--- src/rtl/cnt_out_pkg.sv ---
package cnt_out_pkg;

    localparam int MODE_W = 2;
    localparam int NUM_CH = 2;

    typedef enum logic [MODE_W-1:0] {
        OM_MANUAL      = 2'b00,
        OM_AT_LEAST    = 2'b01,
        OM_AT_MOST     = 2'b10,
        OM_MATCH_PULSE = 2'b11
    } out_mode_e;

    typedef struct packed {
        logic en;
        logic set;
    } man_ctl_t;

    typedef struct packed {
        logic ge;
        logic le;
        logic eq;
    } cmp_res_t;

    function automatic logic select_output(
        input out_mode_e mode,
        input man_ctl_t  man,
        input cmp_res_t  cmp,
        input logic      eq_prev
    );
        logic r;
        case (mode)
            OM_MANUAL:      r = man.en & man.set;
            OM_AT_LEAST:    r = cmp.ge;
            OM_AT_MOST:     r = cmp.le;
            OM_MATCH_PULSE: r = cmp.eq & ~eq_prev;
            default:        r = 1'b0;
        endcase
        return r;
    endfunction

endpackage

--- src/rtl/strobe_latch.sv ---
module strobe_latch #(
    parameter int W = 32
) (
    input  logic         clk,
    input  logic         rst,
    input  logic         strobe,
    input  logic [W-1:0] d,
    output logic [W-1:0] q
);
    logic strobe_q;
    logic take;

    assign take = strobe & ~strobe_q;

    always_ff @(posedge clk) begin
        if (rst) begin
            strobe_q <= 1'b0;
            q        <= '0;
        end else begin
            strobe_q <= strobe;
            if (take) q <= d;
        end
    end

    // a strobe that was already high does not reload
    a_r8_no_reload_on_hold: assert property (@(posedge clk) disable iff (rst)
        strobe_q |=> $stable(q));

    // a rising edge captures the data presented with it
    a_r8_capture_on_edge: assert property (@(posedge clk) disable iff (rst)
        (strobe && !strobe_q) |=> (q == $past(d)));

endmodule

--- src/rtl/out_channel.sv ---
module out_channel
    import cnt_out_pkg::*;
#(
    parameter int CNT_W = 32
) (
    input  logic             clk,
    input  logic             rst,
    input  out_mode_e        mode,
    input  man_ctl_t         man,
    input  logic [CNT_W-1:0] count,
    input  logic [CNT_W-1:0] ref_val,
    output logic             out
);
    cmp_res_t cmp;
    logic     eq_q;
    logic     out_d;

    always_comb begin
        cmp.ge = (count >= ref_val);
        cmp.le = (count <= ref_val);
        cmp.eq = (count == ref_val);
        out_d  = select_output(mode, man, cmp, eq_q);
    end

    always_ff @(posedge clk) begin
        if (rst) begin
            eq_q <= 1'b0;
            out  <= 1'b0;
        end else begin
            eq_q <= cmp.eq;
            out  <= out_d;
        end
    end

    // manual mode without enable keeps the output low
    a_r3_disabled_low: assert property (@(posedge clk) disable iff (rst)
        (mode == OM_MANUAL && !man.en) |=> !out);

    // at-least mode is high when the count reaches the reference
    a_r4_at_least: assert property (@(posedge clk) disable iff (rst)
        (mode == OM_AT_LEAST && count >= ref_val) |=> out);

    // at-most mode is low when the count exceeds the reference
    a_r5_at_most_low: assert property (@(posedge clk) disable iff (rst)
        (mode == OM_AT_MOST && count > ref_val) |=> !out);

    // no second pulse while the match continues
    a_r6_single_pulse: assert property (@(posedge clk) disable iff (rst)
        (mode == OM_MATCH_PULSE && eq_q) |=> !out);

endmodule

--- src/rtl/cnt_out_ctrl.sv ---
module cnt_out_ctrl
    import cnt_out_pkg::*;
#(
    parameter int CNT_W = 32
) (
    input  logic             clk,
    input  logic             rst,
    input  logic             load_mode,
    input  logic [1:0]       mode_phys,
    input  logic [1:0]       mode_virt,
    input  logic             load_ref1,
    input  logic             load_ref2,
    input  logic [CNT_W-1:0] data_in,
    input  logic             man_en_phys,
    input  logic             man_set_phys,
    input  logic             man_en_virt,
    input  logic             man_set_virt,
    input  logic [CNT_W-1:0] count_in,
    output logic             out_phys,
    output logic             out_virt
);
    localparam int MODES_W = NUM_CH * MODE_W;

    logic [MODES_W-1:0] mode_pair;
    logic [NUM_CH-1:0]  ref_load;
    logic [CNT_W-1:0]   ch_ref [NUM_CH];
    man_ctl_t           ch_man [NUM_CH];
    logic [NUM_CH-1:0]  ch_out;

    assign ref_load  = {load_ref2, load_ref1};
    assign ch_man[0] = '{en: man_en_phys, set: man_set_phys};
    assign ch_man[1] = '{en: man_en_virt, set: man_set_virt};

    // both mode fields share one strobe
    strobe_latch #(.W(MODES_W)) u_mode (
        .clk    (clk),
        .rst    (rst),
        .strobe (load_mode),
        .d      ({mode_virt, mode_phys}),
        .q      (mode_pair)
    );

    for (genvar g = 0; g < NUM_CH; g++) begin : g_ch
        strobe_latch #(.W(CNT_W)) u_ref (
            .clk    (clk),
            .rst    (rst),
            .strobe (ref_load[g]),
            .d      (data_in),
            .q      (ch_ref[g])
        );

        out_channel #(.CNT_W(CNT_W)) u_out (
            .clk     (clk),
            .rst     (rst),
            .mode    (out_mode_e'(mode_pair[g*MODE_W +: MODE_W])),
            .man     (ch_man[g]),
            .count   (count_in),
            .ref_val (ch_ref[g]),
            .out     (ch_out[g])
        );
    end

    assign out_phys = ch_out[0];
    assign out_virt = ch_out[1];

    // outputs are low in the cycle after reset
    a_r1_reset_low: assert property (@(posedge clk)
        rst |=> (!out_phys && !out_virt));

endmodule

--- config.mk ---
export PLATFORM = sky130hd
export DESIGN_NAME = cnt_out_ctrl
export DESIGN_NICKNAME = d
export VERILOG_FILES = /design/src/rtl/cnt_out_pkg.sv /design/src/rtl/strobe_latch.sv /design/src/rtl/out_channel.sv /design/src/rtl/cnt_out_ctrl.sv
export SDC_FILE = /design/constraint.sdc
export NUM_CORES = 1
export LEC_CHECK = 0
export BUFFER_PORTS_ARGS = -buffer_cell sky130_fd_sc_hd__buf_4
export CORE_ASPECT_RATIO = 1.25
export CORE_MARGIN = 3
export CORE_UTILIZATION = 50
export DETAILED_ROUTE_END_ITERATION = 7
export GPL_TIMING_DRIVEN = 0
export PLACE_DENSITY = 0.73
export SETUP_SLACK_MARGIN = 0.1
export SLEW_MARGIN = 20
export SYNTH_ARGS = -nofsm -noshare
export SYNTH_HDL_FRONTEND = slang
export SYNTH_SLANG_ARGS = --single-unit
--- constraint.sdc ---
create_clock -name clk -period 1.71 [get_ports clk]
set_clock_uncertainty 0.05 [all_clocks]
set_input_delay 0.342 -clock clk [delete_from_list [all_inputs] [get_ports clk]]
set_output_delay 0.342 -clock clk [all_outputs]
set_load 0.02 [all_outputs]
-- Yosys cells after proc, flatten, opt, wreduce, memory -nomap -nowiden
Cells that the tools add are included.
- output and inout bits: 2
- word-level logic and storage cells: 38
- input port bits: 77
- bits in registers: 75
- reductions and logical operators: 2
- eq/ne operators: 8
- bitwise logic cells: 12
- muxes and demuxes: 2
- $lt $le $gt $ge: 4
- operators with widths (cell ; count):
    $eq A32 B32 Y1 ; 2
    $ge A32 B32 Y1 ; 2
    $le A32 B32 Y1 ; 2
    $eq A2 B2 Y1 const B ; 4
    $pmux W1 S4 ; 2
    $and A1 B1 Y1 ; 7
    $not A1 Y1 ; 5
    $eq A2 B1 Y1 const B ; 2
    $logic_not A2 Y1 ; 2

-- Logic depth before layout (Yosys ltp)
Gate-level depths: netlist of the first run.
- word-level depth: 3
- gate-level depth with buffers: 8
- depth with buffers taken out: 8

-- Cells and area by module
A second synthesis of the first run with hierarchy kept.
- cell total of the unflattened synthesis: 561
- area total of the unflattened synthesis: 5255.0 µm²
- modules (own cells, without submodules) (module ; instances ; seq. area each (µm²) ; cells an instance ; area an instance (µm²)):
    strobe_latch at g_ch[0].u_ref ... ; 2 ; 660.6 ; 147 ; 1604.0
    out_channel ; 2 ; 40.0 ; 124 ; 918.4
    strobe_latch at u_mode ; 1 ; 100.1 ; 19 ; 210.2

-- Worst setup path after synthesis of the first run
OpenSTA, ideal clock, no wires.
- kind: in2reg
- start: input port count_in[14]
- end: register g_ch[1].u_out.out
- buffers on the path: 0
- library setup time: 88 ps
- required time: 1572 ps
- data arrival time: 1651 ps
- stages: 7
- slack: -79 ps
- path through: ha_1 > a21oi_1 > nand2_1 > a221oi_2 > a31oi_2 > o31a_1 > nor4_2
- longest elaborated chain between the ends: 3
- elaborated cells on any way between the ends: 5
- those cells by class: 2 x order compare; 1 x eq/ne; 1 x mux; 1 x bitwise
- ends and longest elaborated chain (what ; line ; text):
    start, declared ; cnt_out_ctrl.sv:18 ; input logic [CNT_W-1:0] count_in,
    parallel branches: the longest is 2 deep, another holds $le A32 B32 Y1 ; n/a ;
    $pmux W1 S4 * ; cnt_out_pkg.sv:31 ; case (mode)
    end signal, assigned ; out_channel.sv:31 ; out <= out_d;
    end, declared ; out_channel.sv:12 ; output logic out
Every way passes the cells marked *.
A chain may end at the register's enable or synchronous reset.

-- Worst setup path after layout of the first run
- start: register g_ch[1].u_ref.q[14]
- end: register g_ch[1].u_out.out
- longest elaborated chain between the ends: 3
- elaborated cells on any way between the ends: 5
- those cells by class: 2 x order compare; 1 x eq/ne; 1 x mux; 1 x bitwise
- ends and longest elaborated chain (what ; line ; text):
    start, declared ; strobe_latch.sv:8 ; output logic [W-1:0] q
    start signal, assigned ; strobe_latch.sv:18 ; q <= '0;
    start signal, assigned ; strobe_latch.sv:21 ; if (take) q <= d;
    parallel branches: the longest is 2 deep, another holds $le A32 B32 Y1 ; n/a ;
    $pmux W1 S4 * ; cnt_out_pkg.sv:31 ;
Marks and branches as above.

==> results of run 1 <==
## layer usage
| metal | vias up | GRT usage | share of wire |
|---|---|---|---|
| met5 | - | 0 | 0 |
| met4 | 0 | 0.1199 | 0.035 |
| met3 | 38 | 0.04308 | 0.041 |
| met2 | 114 | 0.4565 | 0.53 |
| met1 | 1930 | 0.2805 | 0.39 |
| li1 | 2042 | - | - |
## per-stage QoR
| step | setup TNS (ns) | std cells | cell area, um2 | total power (uW) | hold slack, ns |
|---|---|---|---|---|---|
| 2_1_floorplan | -0.08607 | 550 | 4294 | 2425 | 0.3840 |
| 3_3_place_gp | -1.045 | 725 | 5001 | 2736 | 0.3920 |
| 3_5_place_dp | -1.357 | 725 | 5001 | 2774 | 0.3975 |
| 4_1_cts | -0.5005 | 744 | 5410 | 4219 | 0.1628 |
| 5_1_grt | -1.101 | 746 | 5577 | 4497 | 0.1793 |
| 6_report | -0.7768 | 746 | 5577 | 4281 | 0.1682 |
## cells in the final DEF, fill, tap and decap left out, drive strengths merged, types with 2 or more instances in the layout
cell	count
a211oi	3
a21o	4
a21oi	84
a221oi	4
a311oi	2
a31oi	2
and3	2
buf	84
clkbuf	34
clkinvlp	2
dfxtp	75
ha	64
inv	66
mux2i	4
nand2	141
nand2b	4
nand3	6
nand4	17
nor2	10
nor2b	9
nor3	4
nor4	4
o211ai	2
o21ai	10
## final cells by class
cell class / count / area [um2] / area share
repair buffers: 84 / 630.6 / 0.1131
plain buffers: 23 / 98.84 / 0.01772
inverters: 66 / 247.7 / 0.04442
clock buffers: 11 / 151.4 / 0.02715
flip-flops and latches: 75 / 1529 / 0.2742
well taps: 97 / 121.4 / 0.02176
multi-input cells: 386 / 2748 / 0.4927
clock inverters: 4 / 50.05 / 0.008975
## logic make-up (layout without fill, tap and decap cells)
| family | after synthesis | in the layout | synth area share |
|---|---|---|---|
| and+or+nand+nor | 200 | 200 | 0.2094 |
| AOI/OAI and AO/OA | 118 | 118 | 0.1610 |
| buffers and inverters | 89 | 188 | 0.08065 |
| DFF | 75 | 75 | 0.3519 |
| adders and majority gates | 64 | 64 | 0.1877 |
| muxes | 4 | 4 | 0.009385 |
## state kept, by name, summed over array words and instances, names as in the netlist
name,cells
u_mode.q,4
g_ch.u_out.eq_q,2
g_ch.u_out.out,2
u_mode.strobe_q,1
g_ch.u_ref.q,64
g_ch.u_ref.strobe_q,2
## power breakdown
group	switching [uW]	internal, uW
Combinational	527	441
Sequential	54.9	1850
Clock	665	743
## repair_timing
action                     in CTS  in global routing
hold buffers                    0                  0
resized for setup              37                 29
setup buffers                   4                  3
pin swaps                      18                 12
setup endpoints to repair       4                  7
## final timing paths
check | startpoint | endpoint | slack (ns) | cells after the start
hold reg to reg | g_ch[1].u_ref.q[1]$_SDFFE_PP0P_ | g_ch[1].u_ref.q[1]$_SDFFE_PP0P_ | 0.41 | 2
hold / removal | load_ref2 | g_ch[1].u_ref.strobe_q$_SDFF_PP0_ | 0.17 | 2
setup reg to reg | g_ch[1].u_ref.q[14]$_SDFFE_PP0P_ | g_ch[1].u_out.out$_SDFF_PP0_ | -0.32 | 8
setup / recovery | g_ch[1].u_ref.q[14]$_SDFFE_PP0P_ | g_ch[1].u_out.out$_SDFF_PP0_ | -0.32 | 8
==> flow_summary.yaml, run 1 <==
power_and_ir_drop:
  pwr_density_cell_nw_per_um2: 767.6
  p_leak_uw: 0.002290
  ir_drop_mv: 0.4634
global_routing:
  grt_start_max_net_pins: 13
  grt_pass1_wl_um: 18790
  antenna_found_initial: 0
  gr-total-overflow: 0
  grt_pass1_vias: 4159
  grt.total_usage: 0.2525
synth:
  synth_cells: 550
  synth_fp_nets: 691
  synth_top_area_frac: 0.3519
  syn_avg_cell_area_um2: 7.757
  synth_cell_types: 41
  ys_ff_latch: 75
  yosysMostFrequentCell: "nand2_1"
  ys_top_cells_by_area: "dfxtp_1, ha_1, nand2_1, a21oi_1, inv_1"
  synth-async-reset-ratio: 0
  synth_ff_type: "dfxtp_1"
  syn_area_um2: 4267
  yosysTopAreaCell: "dfxtp_1"
  yosys_warnings: 0
  synth_edf_count: 0
  synth_commonest_cells: "nand2_1, a21oi_1, dfxtp_1"
  synth-seq-area-share: 0.3519
worst_setup_path:
  path_buf_inv: 1
  cp_data_required_time_ns: 1.92
  cp.arrival_ns: 2.24
  worstPathCellList: "inv_1, ha_1, nand4_1, nor2_1, a221oi_2, a31oi_2, o31a_1, nor4_2"
  slowest_delay_ns: 0.33
  cp_top_family: "compound AO/OA/AOI/OAI gates"
  worst_setup_path_end_kind: "flip-flop"
  startpoint_type: "flip-flop"
  crit_fanout: 4
  crit_type: "flip-flop to flip-flop"
  slowest_stage: "dfxtp_1"
sta:
  maxSlewHeadroom: 0.6016
  rsz0062_at_grt: "yes"
  finalSetupViolCount: 3
  worst_slack_ns: -0.3205
  period_share: 1.187
  tightest_slew_ns: 0.5976
  max_freq_mhz: 492.5
  hold_violations: 0
  min_period_ns: 2.030
  slew_viol_final: 0
cells_and_area:
  fin_util: 0.6730
  syn_to_final_growth_pct: 30.70
  nets: 786
  num_antenna_cells: 0
  layout-drive-gt1-share: 0.2712
  fillers: 707
floorplan:
  start_util: 0.5149
  rows: 37
  core_area_um2: 8287
  die_x_um: 88.62
  die_y_um: 109.3
  die_area_um2: 9684
  pin_count: 79
place:
  place_congestion: 0.8571
  io_buffers: 78
  dp_hpwl_um: 8777
  pre_cts_slack_ns: -0.5227
detailed_routing:
  vias: 4124
  postRouteAntennaNets: 0
  drcViolationCount: 0
  wirelength_um: 12210
  drtPass1Iterations: 4
  first_iter_violations: 225
  wl_per_cell_um: 16.37
  post_drt_via_cell_ratio: 5.528
clocking:
  numClockSinks: 75
  htree_num_levels: 3
  cts_tree: "done"
  clkTransAtPathRegs_ns: 0.08
  clockRootBuffer: "clkbuf_8"
  cts_max_path_buffers: 2
  clock_latency_ns: 0.35
  cts_inserted_buffers: 9
worst_hold_path:
  min_path_type: "primary input to flip-flop"
run:
  maxCapViolations: 0
run_status:
  violations: "setup timing"
  outcome: "finished with violations"
(Power assumes the default switching activity.)
==> inputs of run 2 (changes only) <==
CORE_UTILIZATION = 51   (was 50)
PLACE_DENSITY = 0.74   (was 0.73)
SLEW_MARGIN = default   (was 20)
==> run 2 against run 1 <==
Net effect:
- register-to-register slack about the same
- highest routed layer unchanged
- sequential power about the same
- largest cell class unchanged
- die area decreased by 1.8%
- via count about the same
- routed wire length decreased by 4.2%
- clock power about the same
- the run still ends with setup timing left
- worst setup slack got worse by 0.015 ns
- global-route usage about the same
- total power decreased by 0.79%
- non-clock buffer count increased by 5
==> flow_summary.yaml, run 2 (synthesized netlist as in run 1, its figures left out) <==
worst_setup_path:
  cp_top_family: "compound AO/OA/AOI/OAI gates"
  crit_fanout: 3
  r2r_cells: 8
  crit_type: "flip-flop to flip-flop"
  slowest_stage: "dfxtp_2"
  path_depth: 8
  startpoint_type: "flip-flop"
  worst_setup_path_end_kind: "flip-flop"
  cp_data_required_time_ns: 1.94
  slowest_delay_ns: 0.35
  cp.arrival_ns: 2.28
  rrSetupSlack_ns: -0.34
  path_buf_inv: 1
  worstPathCellList: "inv_2, ha_1, nand4_1, nor2_1, a221oi_2, a31oi_4, o31a_1, nor4_2"
power_and_ir_drop:
  ir_drop_mv: 0.4550
  p_leak_uw: 0.002330
  pwr_density_cell_nw_per_um2: 760.8
clocking:
  cts_tree: "done"
  clkTransAtPathRegs_ns: 0.08
  cts_max_path_buffers: 2
  cts_inserted_buffers: 9
  htree_num_levels: 3
  clockRootBuffer: "clkbuf_8"
  cts_hold_buf: 0
  numClockSinks: 75
  clock_latency_ns: 0.36
run_status:
  outcome: "finished with violations"
  violations: "setup timing"
cells_and_area:
  largest_reg_flops: 64
  nets: 791
  fillers: 646
  seq_area_um2: 1525
  layout-drive-gt1-share: 0.2733
  top_register: "g_ch.u_ref.q"
  reg.largest.list: "g_ch.u_ref.q x64, u_mode.q x4"
  multi_input_area_um2: 2726
  final_common_cell: "nand2_1"
  instances_no_fill: 750
  num_antenna_cells: 0
  final_cell_mix: "nand2_1, buf_4, a21oi_1"
  syn_to_final_growth_pct: 30.85
floorplan:
  die_y_um: 108.3
  die_x_um: 87.81
  die_area_um2: 9506
  pin_count: 79
  start_util: 0.5352
  rows: 36
  core_area_um2: 7973
worst_hold_path:
  min_path_type: "primary input to flip-flop"
  holdPathStages: 2
detailed_routing:
  vias: 4120
  first_iter_violations: 187
  wl_per_cell_um: 15.60
  postRouteAntennaNets: 0
  drtPass1Iterations: 4
  drcViolationCount: 0
  wirelength_um: 11700
  post_drt_via_cell_ratio: 5.493
place:
  io_buffers: 78
  pre_cts_slack_ns: -0.4765
  dp_hpwl_um: 8556
  place_congestion: 0.8579
  dp.cells: 723
global_routing:
  grt_pass1_vias: 4016
  antenna_found_initial: 0
  gr-total-overflow: 0
  grt_pass1_wl_um: 18490
  use_met3: 0.03125
  grt_start_max_net_pins: 13
  top_usage_layer: "met2"
  grt.total_usage: 0.2521
  grtUsageMet2: 0.4445
  grtUsageMet1: 0.2927
sta:
  rsz0062_at_grt: "yes"
  period_share: 1.196
  maxSlewHeadroom: 0.6210
  hold_violations: 0
  worst_slack_ns: -0.3354
  max_freq_mhz: 488.9
  slew_viol_final: 0
  finalSetupViolCount: 3
  tightest_slew_ns: 0.5685
  min_period_ns: 2.045
  whs_ns: 0.1686
run:
  maxCapViolations: 0
==> run 2: cell count changes in the layout (fill, tap and decap cells not counted), sizes merged <==
cell,before,now
clkinv,1,3
buf,84,89
clkinvlp,2,1
==> run 2: worst paths after layout <==
kind,start,to
max,g_ch[1].u_ref.q[8]$_SDFFE_PP0P_,g_ch[1].u_out.out$_SDFF_PP0_
min,load_mode,u_mode.strobe_q$_SDFF_PP0_
max reg2reg,g_ch[1].u_ref.q[8]$_SDFFE_PP0P_,g_ch[1].u_out.out$_SDFF_PP0_
min reg2reg,g_ch[0].u_ref.q[24]$_SDFFE_PP0P_,g_ch[0].u_ref.q[24]$_SDFFE_PP0P_
==> run 2: metal layers <==
layer / part of all wire / vias up / wire [um]
li1: - / 2049 / -
met1: 0.41 / 1928 / 4745
met2: 0.51 / 109 / 6004
met3: 0.044 / 34 / 516
met4: 0.037 / 0 / 432
met5: 0 / - / 0
==> run 2: metrics by stage <==
stage / utilization / instance area [um2] / power [uW] / TNS [ns]
2_1_floorplan: - / 4294 / 2425 / -0.08607
3_3_place_gp: 0.6270 / 4999 / 2736 / -1.163
3_5_place_dp: 0.6270 / 4999 / 2770 / -1.296
4_1_cts: 0.6911 / 5510 / 4222 / -0.5210
5_1_grt: 0.7003 / 5583 / 4456 / -1.143
6_report: 0.7003 / 5583 / 4247 / -0.7247
==> run 2: layout make-up <==
| type | instances | area share |
|---|---|---|
| inverters | 66 | 0.04437 |
| well taps | 95 | 0.02129 |
| plain buffers | 23 | 0.01838 |
| flip-flops and latches | 75 | 0.2732 |
| multi-input cells | 386 | 0.4883 |
| clock buffers | 11 | 0.02533 |
| clock inverters | 5 | 0.009413 |
| repair buffers | 89 | 0.1197 |
==> run 2: what timing repair did <==
item,in CTS,in global routing
endpoints found under the setup margin,4,27
pin swaps,25,8
setup buffers,7,4
resized for setup,51,17
==> run 2: report_power, final <==
group	internal, uW	switching, uW	total, uW
registers	1850	54.6	1900
logic	443	516	959
clock network	707	678	1380
total	3000	1250	4250
==> inputs of run 3 (changes only) <==
PLACE_DENSITY = 0.71   (was 0.74)
clock period = 2.35 ns   (was 1.71 ns; I/O delays follow)
==> run 3 against run 2 <==
Net effect:
- the run now ends clean
- global-route usage down 1.6 points
- non-clock buffer count is 11 lower
- first-iteration DRC count down 25%
- flip-flop and latch count unchanged
- largest cell class unchanged
- final cell count down 1.5%
- register-to-register slack improved by 0.59 ns
- fmax down 2.6%
- combinational power decreased by 37%
- final area fell by 7.3%
- count of clock-buffer cells in the layout did not move
- clock power fell by 28%
- largest power group unchanged
- total power down 30%
==> flow_summary.yaml, run 3 (synthesized netlist as in run 1, its figures left out) <==
floorplan:
  die_area_um2: 9506
  die_y_um: 108.3
  rows: 36
  pin_count: 79
  die_x_um: 87.81
  start_util: 0.5352
  core_area_um2: 7973
clocking:
  clockRootBuffer: "clkbuf_8"
  cts_inserted_buffers: 9
  cts_setup_buffers: 0
  cts_max_path_buffers: 2
  htree_num_levels: 3
  numClockSinks: 75
  clock_latency_ns: 0.35
  cts_tree: "done"
  clkTransAtPathRegs_ns: 0.08
sta:
  slew_viol_final: 0
  min_period_ns: 2.100
  maxSlewHeadroom: 0.6356
  max_freq_mhz: 476.1
  tightest_slew_ns: 0.5466
  tns_ns: 0
  period_share: 0.8937
  hold_violations: 0
  whs_ns: 0.2954
  rsz0062_at_grt: "no"
  worst_slack_ns: 0.2498
  finalSetupViolCount: 0
detailed_routing:
  vias: 3925
  post_drt_via_cell_ratio: 5.311
  first_iter_violations: 141
  drtPass1Iterations: 4
  postRouteAntennaNets: 0
  drcViolationCount: 0
  wirelength_um: 10820
  wl_per_cell_um: 14.64
place:
  io_buffers: 78
  pre_cts_slack_ns: 0.06284
  dp_hpwl_um: 8621
  place_congestion: 0.8905
power_and_ir_drop:
  sw_frac_of_total: 0.2867
  net-switching-power_uw: 856.2
  pwr_density_cell_nw_per_um2: 576.8
  internal_power_uw: 2130
  total_power_uw: 2986
  ir_drop_mv: 0.3984
  seq_power_share: 0.462
  p_leak_uw: 0.002202
  clkPwrFrac: 0.335
  pwr-share-comb: 0.203
cells_and_area:
  reg.largest.list: "g_ch.u_ref.q x64, u_mode.q x4"
  final_common_cell: "nand2_1"
  top_register: "g_ch.u_ref.q"
  num_antenna_cells: 0
  largest_reg_flops: 64
  nets: 780
  final_cell_mix: "nand2_1, a21oi_1, buf_4"
  syn_to_final_growth_pct: 21.35
  layout-drive-gt1-share: 0.1630
global_routing:
  gr-total-overflow: 0
  grt.total_usage: 0.2363
  grt_start_max_net_pins: 13
  antenna_found_initial: 0
  grt_pass1_vias: 3887
  grt_pass1_wl_um: 17240
worst_setup_path:
  worst_setup_path_end_kind: "flip-flop"
  cp_data_required_time_ns: 2.56
  slowest_delay_ns: 0.46
  cp_top_family: "simple AND/OR/NAND/NOR gates"
  cp.arrival_ns: 2.31
  crit_fanout: 4
  slowest_stage: "nor4_1"
  startpoint_type: "flip-flop"
  critPathMostFrequentCell: "nand4_1"
  worstPathCellList: "inv_1, ha_1, nand4_1, nor4_1, nand4_1, o21a_1, o31a_1, nor4_2"
  path_buf_inv: 1
  crit_type: "flip-flop to flip-flop"
run:
  maxCapViolations: 0
worst_hold_path:
  min_path_type: "primary input to flip-flop"
run_status:
  outcome: "finished, final reports clean"
## run 3: cell types whose count changed in the layout (fill, tap and decap cells not counted), moves of 3 or more
| cell | delta |
|---|---|
| dfxtp_1 | +19 |
| ha_4 | -17 |
| clkbuf_2 | -5 |
| inv_2 | -13 |
| dfxtp_2 | -19 |
| clkbuf_1 | +5 |
| ha_1 | +17 |
| inv_1 | +13 |
| nor4_4 | -3 |
| buf_4 | -11 |
## run 3: metrics by stage
step                      cells  instance area [um2]    util
final                       739                 5177  0.6494
after global routing        739                 5177  0.6494
after CTS                   739                 5165  0.6478
after detailed placement    723                 4971  0.6235
after global placement      723                 4971  0.6235
after floorplan             550                 4267       -
## run 3: what timing repair did
| item | CTS | global route |
|---|---|---|
| endpoints found under the setup margin | 0 | 1 |
| gates resized for setup | 0 | 2 |
| hold buffers | 0 | 0 |
## run 3: area by class of cell
| type | count | area (um2) |
|---|---|---|
| repair buffers | 78 | 585.6 |
| fillers | 743 | 2795 |
| well taps | 95 | 118.9 |
| flip-flops and latches | 75 | 1501 |
| clock buffers | 11 | 141.4 |
| clock inverters | 5 | 52.55 |
| multi-input cells | 386 | 2434 |
| inverters | 66 | 247.7 |
| plain buffers | 23 | 96.34 |
## run 3: worst paths after layout
check | endpoint | start | slack, ns | cells after the start
max | g_ch[1].u_out.out$_SDFF_PP0_ | g_ch[1].u_ref.q[15]$_SDFFE_PP0P_ | 0.25 | 8
min | u_mode.strobe_q$_SDFF_PP0_ | load_mode | 0.30 | 2
max reg2reg | g_ch[1].u_out.out$_SDFF_PP0_ | g_ch[1].u_ref.q[15]$_SDFFE_PP0P_ | 0.25 | 8
min reg2reg | g_ch[1].u_ref.q[12]$_SDFFE_PP0P_ | g_ch[1].u_ref.q[12]$_SDFFE_PP0P_ | 0.41 | 2
## run 3: power by group through the flow
stage	clock, uW	combinational, uW	sequential, uW
2_1_floorplan	0	358	1400
3_3_place_gp	0	582	1410
3_5_place_dp	0	604	1410
4_1_cts	1030	607	1380
5_1_grt	1080	687	1390
6_report	1000	606	1380
## run 3: layer usage
metal  track usage  vias up  share of wire
li1              -     2025              -
met1        0.2625     1809           0.42
met2        0.4423       81           0.52
met5             0        -              0
met3       0.05183       10          0.043
met4       0.06689        0          0.013
